===== src/rtl/resp_frame_rx_pkg.sv =====
package resp_frame_rx_pkg;
  typedef enum logic [2:0] {
    ST_IDLE,
    ST_HUNT,
    ST_HDR,
    ST_DATA,
    ST_CHK
  } rx_state_e;

  localparam logic [1:0] TAG_ACK  = 2'd0;
  localparam logic [1:0] TAG_BUSY = 2'd1;
  localparam int HDR_BITS = 4;
  localparam int CHK_BITS = 4;
endpackage


===== src/rtl/resp_frame_bitclk.sv =====
module resp_frame_bitclk (
  input  logic clk_i,
  input  logic rst_ni,
  input  logic run_i,
  output logic bclk_o,
  output logic stb_o
);
  logic ph_q;

  always_ff @(posedge clk_i or negedge rst_ni) begin
    if (!rst_ni)     ph_q <= 1'b0;
    else if (!run_i) ph_q <= 1'b0;
    else             ph_q <= ~ph_q;
  end

  // low phase then high phase; sample at the edge closing the high phase
  assign bclk_o = ~run_i | ph_q;
  assign stb_o  = run_i & ph_q;

  AST_BCLK_TOGGLES: assert property (@(posedge clk_i) disable iff (!rst_ni)
    (run_i && $past(run_i)) |-> (bclk_o != $past(bclk_o)));
endmodule


===== src/rtl/resp_frame_crc4.sv =====
module resp_frame_crc4 (
  input  logic       clk_i,
  input  logic       rst_ni,
  input  logic       clr_i,
  input  logic       en_i,
  input  logic       bit_i,
  output logic [3:0] crc_o,
  output logic [3:0] crc_next_o
);
  logic fb;

  assign fb         = crc_o[3] ^ bit_i;
  assign crc_next_o = {crc_o[2:0], 1'b0} ^ {2'b00, fb, fb};

  always_ff @(posedge clk_i or negedge rst_ni) begin
    if (!rst_ni)    crc_o <= 4'd0;
    else if (clr_i) crc_o <= 4'd0;
    else if (en_i)  crc_o <= crc_next_o;
  end

  AST_CRC_CLEARED: assert property (@(posedge clk_i) disable iff (!rst_ni)
    clr_i |=> (crc_o == 4'd0));
endmodule


===== src/rtl/resp_frame_unpack.sv =====
module resp_frame_unpack #(
  parameter int DATA_BYTES = 4,
  localparam int DW  = 8 * DATA_BYTES,
  localparam int NBW = $clog2(DATA_BYTES + 1)
) (
  input  logic [DW-1:0]  sh_i,
  input  logic [NBW-1:0] nb_i,
  output logic [DW-1:0]  data_o
);
  for (genvar k = 0; k < DATA_BYTES; k++) begin : g_byte
    logic [7:0]    byte_v;
    logic [DW-1:0] sft;
    always_comb begin
      sft    = '0;
      byte_v = 8'd0;
      if (k < int'(nb_i)) begin
        // first byte in sits highest in the shift register
        sft    = sh_i >> (8 * (int'(nb_i) - 1 - k));
        byte_v = sft[7:0];
      end
    end
    assign data_o[8*k +: 8] = byte_v;
  end
endmodule


===== src/rtl/resp_frame_rx.sv =====
module resp_frame_rx
  import resp_frame_rx_pkg::*;
#(
  parameter int HUNT_MAX   = 1000,
  parameter int DATA_BYTES = 4
) (
  input  logic                  clk_i,
  input  logic                  rst_ni,
  input  logic                  start_i,
  input  logic [1:0]            size_i,
  input  logic                  sdata_i,
  output logic                  bclk_o,
  output logic                  oe_o,
  output logic                  done_o,
  output logic                  timeout_o,
  output logic                  crc_err_o,
  output logic [1:0]            tag_o,
  output logic [1:0]            id_o,
  output logic [8*DATA_BYTES-1:0] rdata_o
);
  localparam int DW   = 8 * DATA_BYTES;
  localparam int NBW  = $clog2(DATA_BYTES + 1);
  localparam int CMAX = (HUNT_MAX > DW) ? HUNT_MAX : DW;
  localparam int CW   = $clog2(CMAX + 1);

  rx_state_e      state_q;
  logic [CW-1:0]  cnt_q;
  logic [3:0]     hdr_q;
  logic [DW-1:0]  dsh_q;
  logic [NBW-1:0] nb_q;
  logic [NBW-1:0] nb_req;
  logic [DW-1:0]  unpacked;
  logic [3:0]     crc_q, crc_nxt;
  logic           stb, rx_bit, run, clr;

  always_comb begin
    case (size_i)
      2'd1:    nb_req = NBW'(1);
      2'd2:    nb_req = NBW'(2);
      2'd3:    nb_req = NBW'(DATA_BYTES);
      default: nb_req = '0;
    endcase
  end

  assign run    = (state_q != ST_IDLE);
  assign clr    = (state_q == ST_IDLE) && start_i;
  assign rx_bit = ~sdata_i;
  assign oe_o   = ~run;

  resp_frame_bitclk u_bitclk (
    .clk_i (clk_i), .rst_ni (rst_ni), .run_i (run),
    .bclk_o(bclk_o), .stb_o (stb)
  );

  // zeros during the hunt leave a cleared register at zero, so the start bit seeds it
  resp_frame_crc4 u_crc (
    .clk_i (clk_i), .rst_ni (rst_ni), .clr_i (clr), .en_i (stb),
    .bit_i (rx_bit), .crc_o (crc_q), .crc_next_o (crc_nxt)
  );

  resp_frame_unpack #(.DATA_BYTES(DATA_BYTES)) u_unpack (
    .sh_i (dsh_q), .nb_i (nb_q), .data_o (unpacked)
  );

  always_ff @(posedge clk_i or negedge rst_ni) begin
    if (!rst_ni) begin
      state_q   <= ST_IDLE;
      cnt_q     <= '0;
      hdr_q     <= '0;
      dsh_q     <= '0;
      nb_q      <= '0;
      done_o    <= 1'b0;
      timeout_o <= 1'b0;
      crc_err_o <= 1'b0;
      tag_o     <= '0;
      id_o      <= '0;
      rdata_o   <= '0;
    end else begin
      done_o <= 1'b0;
      case (state_q)
        ST_IDLE: if (start_i) begin
          state_q <= ST_HUNT;
          cnt_q   <= '0;
          hdr_q   <= '0;
          dsh_q   <= '0;
          nb_q    <= nb_req;
        end
        ST_HUNT: if (stb) begin
          if (rx_bit) begin
            state_q <= ST_HDR;
            cnt_q   <= '0;
          end else if (cnt_q == CW'(HUNT_MAX - 1)) begin
            state_q   <= ST_IDLE;
            done_o    <= 1'b1;
            timeout_o <= 1'b1;
            crc_err_o <= 1'b0;
            tag_o     <= '0;
            id_o      <= '0;
            rdata_o   <= '0;
          end else begin
            cnt_q <= cnt_q + 1'b1;
          end
        end
        ST_HDR: if (stb) begin
          hdr_q <= {hdr_q[2:0], rx_bit};
          if (cnt_q == CW'(HDR_BITS - 1)) begin
            cnt_q <= '0;
            if ({hdr_q[0], rx_bit} == TAG_ACK && nb_q != '0) state_q <= ST_DATA;
            else                                            state_q <= ST_CHK;
          end else begin
            cnt_q <= cnt_q + 1'b1;
          end
        end
        ST_DATA: if (stb) begin
          dsh_q <= {dsh_q[DW-2:0], rx_bit};
          if (cnt_q == CW'({nb_q, 3'b000}) - 1'b1) begin
            state_q <= ST_CHK;
            cnt_q   <= '0;
          end else begin
            cnt_q <= cnt_q + 1'b1;
          end
        end
        ST_CHK: if (stb) begin
          if (cnt_q == CW'(CHK_BITS - 1)) begin
            state_q   <= ST_IDLE;
            done_o    <= 1'b1;
            timeout_o <= 1'b0;
            crc_err_o <= (crc_nxt != 4'd0);
            id_o      <= hdr_q[3:2];
            tag_o     <= hdr_q[1:0];
            rdata_o   <= (hdr_q[1:0] == TAG_ACK) ? unpacked : '0;
          end else begin
            cnt_q <= cnt_q + 1'b1;
          end
        end
        default: state_q <= ST_IDLE;
      endcase
    end
  end

  AST_DONE_PULSE: assert property (@(posedge clk_i) disable iff (!rst_ni)
    done_o |=> !done_o);
  AST_RESULT_HELD: assert property (@(posedge clk_i) disable iff (!rst_ni)
    !done_o |-> ($stable(rdata_o) && $stable(tag_o) && $stable(id_o)));
  AST_FLAGS_EXCL: assert property (@(posedge clk_i) disable iff (!rst_ni)
    done_o |-> !(timeout_o && crc_err_o));
  AST_TIMEOUT_CLEAN: assert property (@(posedge clk_i) disable iff (!rst_ni)
    (done_o && timeout_o) |-> (rdata_o == '0 && tag_o == 2'd0 && id_o == 2'd0));
  AST_NACK_NO_DATA: assert property (@(posedge clk_i) disable iff (!rst_ni)
    (done_o && tag_o != TAG_ACK) |-> (rdata_o == '0));
  AST_OE_RESTORED: assert property (@(posedge clk_i) disable iff (!rst_ni)
    done_o |-> (oe_o && bclk_o));
endmodule


===== config.mk =====
export PLATFORM = sky130hd
export DESIGN_NAME = resp_frame_rx
export DESIGN_NICKNAME = d
export VERILOG_FILES = /design/src/rtl/resp_frame_rx_pkg.sv /design/src/rtl/resp_frame_bitclk.sv /design/src/rtl/resp_frame_crc4.sv /design/src/rtl/resp_frame_unpack.sv /design/src/rtl/resp_frame_rx.sv
export SDC_FILE = /design/constraint.sdc
export NUM_CORES = 1
export LEC_CHECK = 0
export ABC_AREA = 1
export BUFFER_PORTS_ARGS = -buffer_cell sky130_fd_sc_hd__buf_2
export CORE_MARGIN = 4
export CORE_UTILIZATION = 53
export DETAILED_ROUTE_END_ITERATION = 10
export HOLD_SLACK_MARGIN = 0.03
export PLACE_DENSITY = 0.72
export SLEW_MARGIN = 10
export SYNTH_ARGS = -nofsm -noshare
export SYNTH_HDL_FRONTEND = slang
export SYNTH_SLANG_ARGS = --single-unit

===== constraint.sdc =====
create_clock -name clk_i -period 5.7 [get_ports clk_i]
set_input_delay 0.285 -clock clk_i [delete_from_list [all_inputs] [get_ports clk_i]]
set_output_delay 0.285 -clock clk_i [all_outputs]
set_load 0.1 [all_outputs]

==> results of run 1 <==
-- power breakdown --
part           switching, mW  internal [mW]  total, mW
clock                  0.234          0.244      0.478
combinational         0.0974         0.0429      0.140
sequential           0.00711          0.698      0.705
-- area by class of cell --
type	count	area (sq um)	share of cell area
Tap cell	133	166	0.0286
Clock buffer	9	124	0.0213
Timing Repair Buffer	51	273	0.0468
Multi-Input combinational cell	488	2470	0.423
Sequential cell	96	2400	0.412
Inverter	83	312	0.0535
Clock inverter	6	83.8	0.0144
-- worst max-delay path: stages, from the launching register on --
cell and delay [ns]:
dfrtp_1 0.35, inv_1 0.12, ha_1 0.77, inv_2 0.26, ha_1 0.27, nand2_1 0.08, o21ai_0 0.08, ha_1 0.27
nor2_1 0.10, nand3b_1 0.10, nor3_2 0.41, o211ai_1 0.16, o21ai_0 0.21
-- worst paths after layout --
path / cells after the start / end / slack [ns]
min reg2reg: 1 / u_bitclk.ph_q / 0.45
min in group asynchronous: 2 / u_crc.crc_o[0] / 0.33
max in group asynchronous: 3 / dsh_q[11] / 4.17
max reg2reg: 12 / rdata_o[31] / 2.42
min: 2 / nb_q[1] / 0.17
max: 12 / rdata_o[31] / 2.42
-- synth_stat cells (2+ instances only) --
library cell / n / area [sq um]
xor2_1: 2 / 17.5
inv_2: 8 / 30.0
o21ai_1: 21 / 105
nor3_1: 4 / 20.0
o21ai_0: 101 / 505
nor2_4: 4 / 45.0
dfrtp_1: 96 / 2400
or2_0: 5 / 31.3
buf_2: 20 / 100
nand2_2: 2 / 12.5
or2_2: 3 / 18.8
ha_1: 14 / 175
buf_4: 3 / 22.5
nor2_1: 35 / 131
nor4_1: 2 / 12.5
o211ai_1: 23 / 173
a21oi_1: 5 / 25.0
inv_1: 75 / 282
o22ai_1: 6 / 37.5
clkbuf_1: 8 / 30.0
nand2_1: 180 / 676
nand4_1: 8 / 50.1
nand3_1: 60 / 300
-- metal layers --
metal	part of all wire	up-vias	wire length, um
met5	0	-	0
met4	0.018	0	226
met3	0.062	21	763
met2	0.42	147	5260
met1	0.49	2190	6130
li1	-	2358	-
-- through the flow --
stage          instance area [sq um]  worst slack [ns]
5_1_grt                         5830              2.13
4_1_cts                         5830              2.43
6_report                        5830              2.42
2_1_floorplan                   5330              2.81
3_3_place_gp                    5610              2.63
3_5_place_dp                    5610              2.48
-- cell families (layout without fill, tap and decap cells) --
| kind of cell | after synthesis | count (layout) | synth area share |
|---|---|---|---|
| buffers and inverters | 114 | 149 | 0.0870 |
| flip-flops | 96 | 96 | 0.450 |
| XOR/XNOR | 4 | 4 | 0.00798 |
| AO/OA/AOI/OAI | 160 | 160 | 0.167 |
| adder cells (fa/ha/maj) | 14 | 14 | 0.0328 |
| AND/OR/NAND/NOR | 310 | 310 | 0.255 |
-- repair_timing --
action,4_1_cts,5_1_grt
endpoints found under the hold margin,20,0
hold buffers,1,0
setup buffers,0,0
gates resized for setup,0,0
endpoints found under the setup margin,0,0
-- flip-flops by register name (all words and copies together), names as in the netlist --
register,flops
crc_err_o,1
rdata_o,32
state_q,3
u_crc.crc_o,4
nb_q,3
hdr_q,4
timeout_o,1
dsh_q,32
done_o,1
tag_o,2
cnt_q,10
id_o,2
u_bitclk.ph_q,1
==> impl_metrics.yaml, run 1 <==
run_status:
  status: "finished clean"
grt:
  busiest_layer: "met1"
  met1_usage: 0.335
  grtUsageMet3: 0.0370
  met2_usage: 0.319
  grt.total_usage: 0.222
  grt_max_degree: 77
  grt_overflow_total: 0
  grt_pass1_wl_mm: 20.4
  antenna_found_initial: 0
  grt_pass1_vias: 4161
pwr:
  p_leak_nw: 2.83
  power_density_mw_per_mm2: 227
  finalPower_mw: 1.32
  peakVddDrop_v: 0.000106
final_layout:
  synthToLayoutAreaGrowth_pct: 9.27
  fillCellCount: 909
  postLayoutCoreUtil: 0.596
  final_cell_count_no_fill: 866
  diodes: 0
  final_cell_mix: "nand2_1 (180), o21ai_0 (101), dfrtp_1 (96), inv_1 (75), nand3_1 (60)"
  nNetsFinal: 749
  final_common_cell: "nand2_1"
  drive_gt1_frac: 0.121
clock_network:
  clock-root-buffer: "clkbuf_8"
  clk_pin_slew_ns: 0.08
  clock_path_buffers: 2
  clk_latency_ns: 0.38
  clock-sinks: 96
  cts_tree: "done"
  numCtsBuffers: 9
  h-tree-depth: 3
detailed_routing:
  wl_mm: 12.4
  ant_nets: 0
  drt_iter0_drc: 445
  num_vias: 4716
  first_pass_iters: 5
  post_drt_wl_per_cell_um: 14.3
  drt-vias-per-instance: 5.45
  remaining_drc_errors: 0
timing:
  finalHoldViolCount: 0
  worst_pin_slew_ns: 0.918
  setup_tns_ns: 0
  fin_crit_sh: 0.575
  post-route-min-period_ns: 3.28
  timing.fmax_mhz: 305
  rsz0062_at_grt: "false"
  setup_viol: 0
  worst_hold_slack_ns: 0.167
  slew_viol_final: 0
  slew-limit-headroom: 0.388
  skew_ns: 0.0133
worst_setup_path:
  worstSetupStartpointType: "flop"
  cp.arrival_ns: 3.55
  crit_type: "reg -> reg"
  crit_fanout: 21
  reg2reg_from: "nb_q[0]"
  worstPathRequired_ns: 5.98
  end_kind: "flop"
  crit_path_start: "nb_q[0]"
flow_run:
  cap_violations: 0
yosys:
  yosys.cell_types.count: 36
  syn_nets: 718
  syn_avg_cell_area_sq_um: 7.64
  synth_seq_area_share: 0.450
  yosys_register_bits: 96
  synth_edf_count: 0
  netlist_instances: 698
  synth_warnings: 0
  async_flop_share: 1.00
  synth-main-ff-cell: "dfrtp_1"
  synth.cell_area_sq_mm: 0.00533
floorplan:
  io_pins: 47
  rows: 36
  die_x_um: 108
  initial_utilization: 0.546
  fp.dieH_um: 108
  die-area_sq_mm: 0.0117
  core_area_sq_mm: 0.00977
place:
  port_buffers: 46
  routabilityCongestion: 0.911
  dp_hpwl_mm: 9.01
  dp.cells: 850
hold_path:
  hold_path.class: "in -> reg"
  worstHoldStart: "size_i[0]"
Note: power is estimated with default switching activity, not from simulation.
==> run 2: changes to the inputs <==
PLACE_DENSITY = 0.75   (was 0.72)
clock period = 2.7 ns   (was 5.7 ns; I/O delays follow)
==> run 2 against run 1 <==
Sequential share of layout area down 0.89 points; worst hold slack lost 0.11 ns; first-iteration DRC count grew 7.0%; worst setup slack got worse by 2.2 ns; flip-flop and latch count is the same; cell area increased by 2.2%; clock skew shrank 0.0026 ns; critical endpoint is now rdata_o[27]; die area is the same; register-to-register slack worse by 2.2 ns.
==> impl_metrics.yaml, run 2 (synthesis results as in run 1) <==
floorplan:
  die_x_um: 108
  initial_utilization: 0.546
  io_pins: 47
  core_area_sq_mm: 0.00977
  fp.dieH_um: 108
  rows: 36
  die-area_sq_mm: 0.0117
timing:
  worst_hold_slack_ns: 0.0555
  slew_viol_final: 0
  rsz0062_at_grt: "false"
  fin_crit_sh: 0.933
  slew-limit-headroom: 0.569
  worst_pin_slew_ns: 0.644
  timing.fmax_mhz: 397
  post-route-min-period_ns: 2.52
  setup_tns_ns: 0
  finalHoldViolCount: 0
  skew_ns: 0.0107
  setup_viol: 0
final_layout:
  top_regs: "dsh_q (32), rdata_o (32), cnt_q (10)"
  fillCellCount: 872
  nNetsFinal: 760
  final_common_cell: "nand2_1"
  final_cell_mix: "nand2_1 (179), o21ai_0 (97), dfrtp_1 (96), inv_1 (74), nand3_1 (60)"
  diodes: 0
  multi_input_area_sq_mm: 0.00249
  postLayoutCoreUtil: 0.609
  drive_gt1_frac: 0.136
  fin_area_sq_mm: 0.00596
  synthToLayoutAreaGrowth_pct: 11.7
  regArea_sq_mm: 0.00240
place:
  placed_area_sq_mm: 0.00572
  routabilityCongestion: 0.892
  port_buffers: 46
  dp_hpwl_mm: 9.15
detailed_routing:
  post_drt_wl_per_cell_um: 14.2
  drt_iter0_drc: 476
  drt-vias-per-instance: 5.40
  ant_nets: 0
  wl_mm: 12.5
  remaining_drc_errors: 0
  first_pass_iters: 5
  num_vias: 4737
grt:
  antenna_found_initial: 0
  grt_pass1_wl_mm: 21.3
  grt_pass1_vias: 4324
  grt.total_usage: 0.229
  grt_max_degree: 71
  grt_overflow_total: 0
clock_network:
  h-tree-depth: 3
  clk_pin_slew_ns: 0.10
  clock-root-buffer: "clkbuf_8"
  clock_path_buffers: 2
  clk_latency_ns: 0.37
  clock-sinks: 96
  numCtsBuffers: 9
  cts_tree: "done"
hold_path:
  worstHoldStart: "size_i[1]"
  hold_path.class: "in -> reg"
worst_setup_path:
  worstPathRequired_ns: 2.99
  crit_fanout: 8
  crit_type: "reg -> reg"
  reg2reg_depth: 14
  r2r_slack_ns: 0.18
  end_kind: "flop"
  r2r-end: "rdata_o[27]"
  reg2reg_from: "nb_q[1]"
  worstSetupEndpoint: "rdata_o[27]"
  cp.arrival_ns: 2.81
  crit_path_start: "nb_q[1]"
  worstSetupStartpointType: "flop"
pwr:
  p_leak_nw: 2.90
  finalPower_mw: 2.75
  peakVddDrop_v: 0.000267
  power_density_mw_per_mm2: 461
flow_run:
  cap_violations: 0
run_status:
  status: "finished clean"
run 2: per-layer routing:
layer	global-route usage	vias up	wire, um	part of all wire
li1	-	2383	-	-
met1	0.344	2221	6150	0.49
met2	0.341	120	5540	0.44
met3	0.0418	13	628	0.050
met4	0.0622	0	173	0.014
met5	0	-	0	0
run 2: layout make-up:
cell class | instances | share of cell area
multi-input combinational | 488 | 0.419
sequential | 96 | 0.403
timing repair buffer | 62 | 0.0664
inverter | 83 | 0.0523
tap | 133 | 0.0279
clock buffer | 11 | 0.0221
clock inverter | 5 | 0.00945
run 2: how the worst min path moves through the flow:
stage	to	slack (ns)	cells past startpoint
3_5_place_dp	cnt_q[4]	0.19	1
4_1_cts	nb_q[2]	0.04	3
5_1_grt	nb_q[2]	0.06	3
3_3_place_gp	cnt_q[4]	0.19	1
6_report	nb_q[2]	0.06	3
2_1_floorplan	cnt_q[0]	-0.16	0
run 2: critical path, stage by stage, from the launching register on:
cell	delay, ns
dfrtp_1	0.41
inv_2	0.11
ha_1	0.18
inv_1	0.06
nand2_1	0.09
nand2_2	0.10
ha_1	0.20
nand2_1	0.08
nand2_1	0.06
ha_1	0.27
nor2_1	0.10
nand3b_1	0.12
nor3_4	0.35
o211ai_1	0.13
o21ai_0	0.18
run 2: power breakdown:
group,leakage (nW),internal (mW),switching [mW]
logic,1.54,0.108,0.218
registers,1.26,1.47,0.0157
clock network,0.0937,0.430,0.504
total,2.90,2.01,0.738
run 2: repair_timing:
action	in CTS	in global routing
endpoints found under the hold margin	48	0
resized for setup	0	9
endpoints found under the setup margin	0	16
hold buffers	2	0
setup buffers	0	3
run 2: stage by stage:
stage               std cells  worst slack, ns
global placement          857            0.244
detailed placement        857           0.0971
global route              878          0.00151
finish                    878            0.182
floorplan                 698           0.0280
CTS                       875           0.0859
==> run 3: changes to the inputs <==
HOLD_SLACK_MARGIN = 0.15   (was 0.03)
==> run 3 against run 2 <==
Worst setup slack got worse by 0.0057 ns; core utilization increased by 0.31 points; clock skew about the same; power increased by 0.11%; sequential share of layout area decreased by 0.20 points; cell count increased by 0.34%; global-route usage about the same.
==> impl_metrics.yaml, run 3 (synthesis results as in run 1) <==
pwr:
  comb_power_share: 0.120
  p_sw_frac: 0.268
  p_int_mw: 2.01
  p_leak_nw: 2.91
  seqPwrFrac: 0.541
  power_density_mw_per_mm2: 460
  power.share.clock: 0.339
  peakVddDrop_v: 0.000273
  p_sw_mw: 0.738
run_status:
  status: "finished clean"
worst_setup_path:
  end_kind: "flop"
  r2r_slack_ns: 0.18
  max_stage_delay_ns: 0.41
  path_cells: "inv_2, ha_1, inv_1, nand2_1, nand2_2, ha_1, nand2_1, nand2_1, ha_1, nor2_1, nand3b_1, nor3_4, o211ai_1, o21ai_0"
  crit_path_start: "nb_q[1]"
  cp.arrival_ns: 2.82
  crit_fanout: 8
  crit_type: "reg -> reg"
  worstPathRequired_ns: 2.99
  worstSetupStartpointType: "flop"
  worstSetupEndpoint: "rdata_o[27]"
  reg2reg_from: "nb_q[1]"
  r2r-end: "rdata_o[27]"
  cp_slowest_cell: "dfrtp_1"
  reg2reg_depth: 14
final_layout:
  final_common_cell: "nand2_1"
  top_regs: "dsh_q (32), rdata_o (32), cnt_q (10)"
  drive_gt1_frac: 0.135
  final_cell_mix: "nand2_1 (179), o21ai_0 (97), dfrtp_1 (96), inv_1 (74), nand3_1 (60)"
  diodes: 0
  synthToLayoutAreaGrowth_pct: 12.2
  nNetsFinal: 763
  fin_area_sq_mm: 0.00599
clock_network:
  clock_path_buffers: 2
  clk_latency_ns: 0.37
  numCtsBuffers: 9
  clk_pin_slew_ns: 0.10
  clock-sinks: 96
  h-tree-depth: 3
  cts_tree: "done"
  clock-root-buffer: "clkbuf_8"
floorplan:
  die-area_sq_mm: 0.0117
  die_x_um: 108
  core_area_sq_mm: 0.00977
  rows: 36
  initial_utilization: 0.546
  io_pins: 47
  fp.dieH_um: 108
grt:
  grt_pass1_vias: 4349
  grt_pass1_wl_mm: 21.4
  grt.total_usage: 0.229
  grt_overflow_total: 0
  antenna_found_initial: 0
  grt_max_degree: 71
timing:
  fin_crit_sh: 0.935
  finalHoldViolCount: 0
  setup_tns_ns: 0
  slew-limit-headroom: 0.577
  slew_viol_final: 0
  timing.fmax_mhz: 396
  skew_ns: 0.0112
  worst_pin_slew_ns: 0.635
  setup_viol: 0
  post-route-min-period_ns: 2.52
  rsz0062_at_grt: "false"
detailed_routing:
  drt_iter0_drc: 384
  drt-vias-per-instance: 5.38
  wl_mm: 12.5
  first_pass_iters: 5
  ant_nets: 0
  remaining_drc_errors: 0
  post_drt_wl_per_cell_um: 14.2
  num_vias: 4740
hold_path:
  hold_path.class: "in -> reg"
place:
  port_buffers: 46
  routabilityCongestion: 0.892
  placed_area_sq_mm: 0.00572
  dp_hpwl_mm: 9.15
flow_run:
  cap_violations: 0
==> run 3: worst min path at each step <==
stage | endpoint | depth (start not counted) | slack (ns) | from
floorplan | cnt_q[0] | 0 | -0.16 | rst_ni
global placement | cnt_q[4] | 1 | 0.19 | rst_ni
detailed placement | cnt_q[4] | 1 | 0.19 | rst_ni
CTS | nb_q[2] | 5 | 0.20 | start_i
global route | nb_q[2] | 4 | 0.22 | start_i
finish | nb_q[2] | 5 | 0.21 | start_i
==> run 3: per-stage QoR <==
stage / power [mW] / hold WS (ns) / utilization / instances / setup slack, ns
6_report: 2.75 / 0.209 / 0.613 / 881 / 0.176
3_5_place_dp: 1.84 / 0.195 / 0.585 / 857 / 0.0971
4_1_cts: 2.76 / 0.202 / 0.609 / 878 / 0.0859
5_1_grt: 2.90 / 0.220 / 0.613 / 881 / 0.00334
2_1_floorplan: 1.73 / -0.161 / - / 698 / 0.0280
3_3_place_gp: 1.82 / 0.190 / 0.585 / 857 / 0.244
==> run 3: layer usage <==
metal / track usage / up-vias / share of wire
met5: 0 / - / 0
met4: 0.0640 / 0 / 0.015
met3: 0.0418 / 15 / 0.052
met2: 0.342 / 124 / 0.45
met1: 0.343 / 2215 / 0.49
li1: - / 2386 / -
==> run 3: critical path: cells and delay by family (launching register included) <==
family,cells,cell delay [ns]
flops,1,0.41
compound gates,2,0.31
simple gates,7,0.91
fa+ha+maj,3,0.65
buf+inv,2,0.17
==> run 3: power groups by stage <==
stage | clock (mW) | sequential [mW] | combinational [mW]
after floorplan | 0 | 1.52 | 0.214
after CTS | 0.948 | 1.49 | 0.325
final | 0.934 | 1.49 | 0.329
after detailed placement | 0 | 1.52 | 0.317
after global placement | 0 | 1.52 | 0.303
after global routing | 1.03 | 1.49 | 0.376
==> run 3: cell type report <==
type | instances | area [sq um]
Clock inverter | 5 | 56.3
Fill cell | 871 | 3790
Inverter | 83 | 312
Multi-Input combinational cell | 488 | 2490
Sequential cell | 96 | 2400
Timing Repair Buffer | 65 | 425
Clock buffer | 11 | 131
Tap cell | 133 | 166
==> run 3: timing repair <==
item,4_1_cts,5_1_grt
resized for setup,0,9
endpoints found under the hold margin,51,0
hold buffers,5,0
buffers inserted,0,3
setup endpoints to repair,0,16
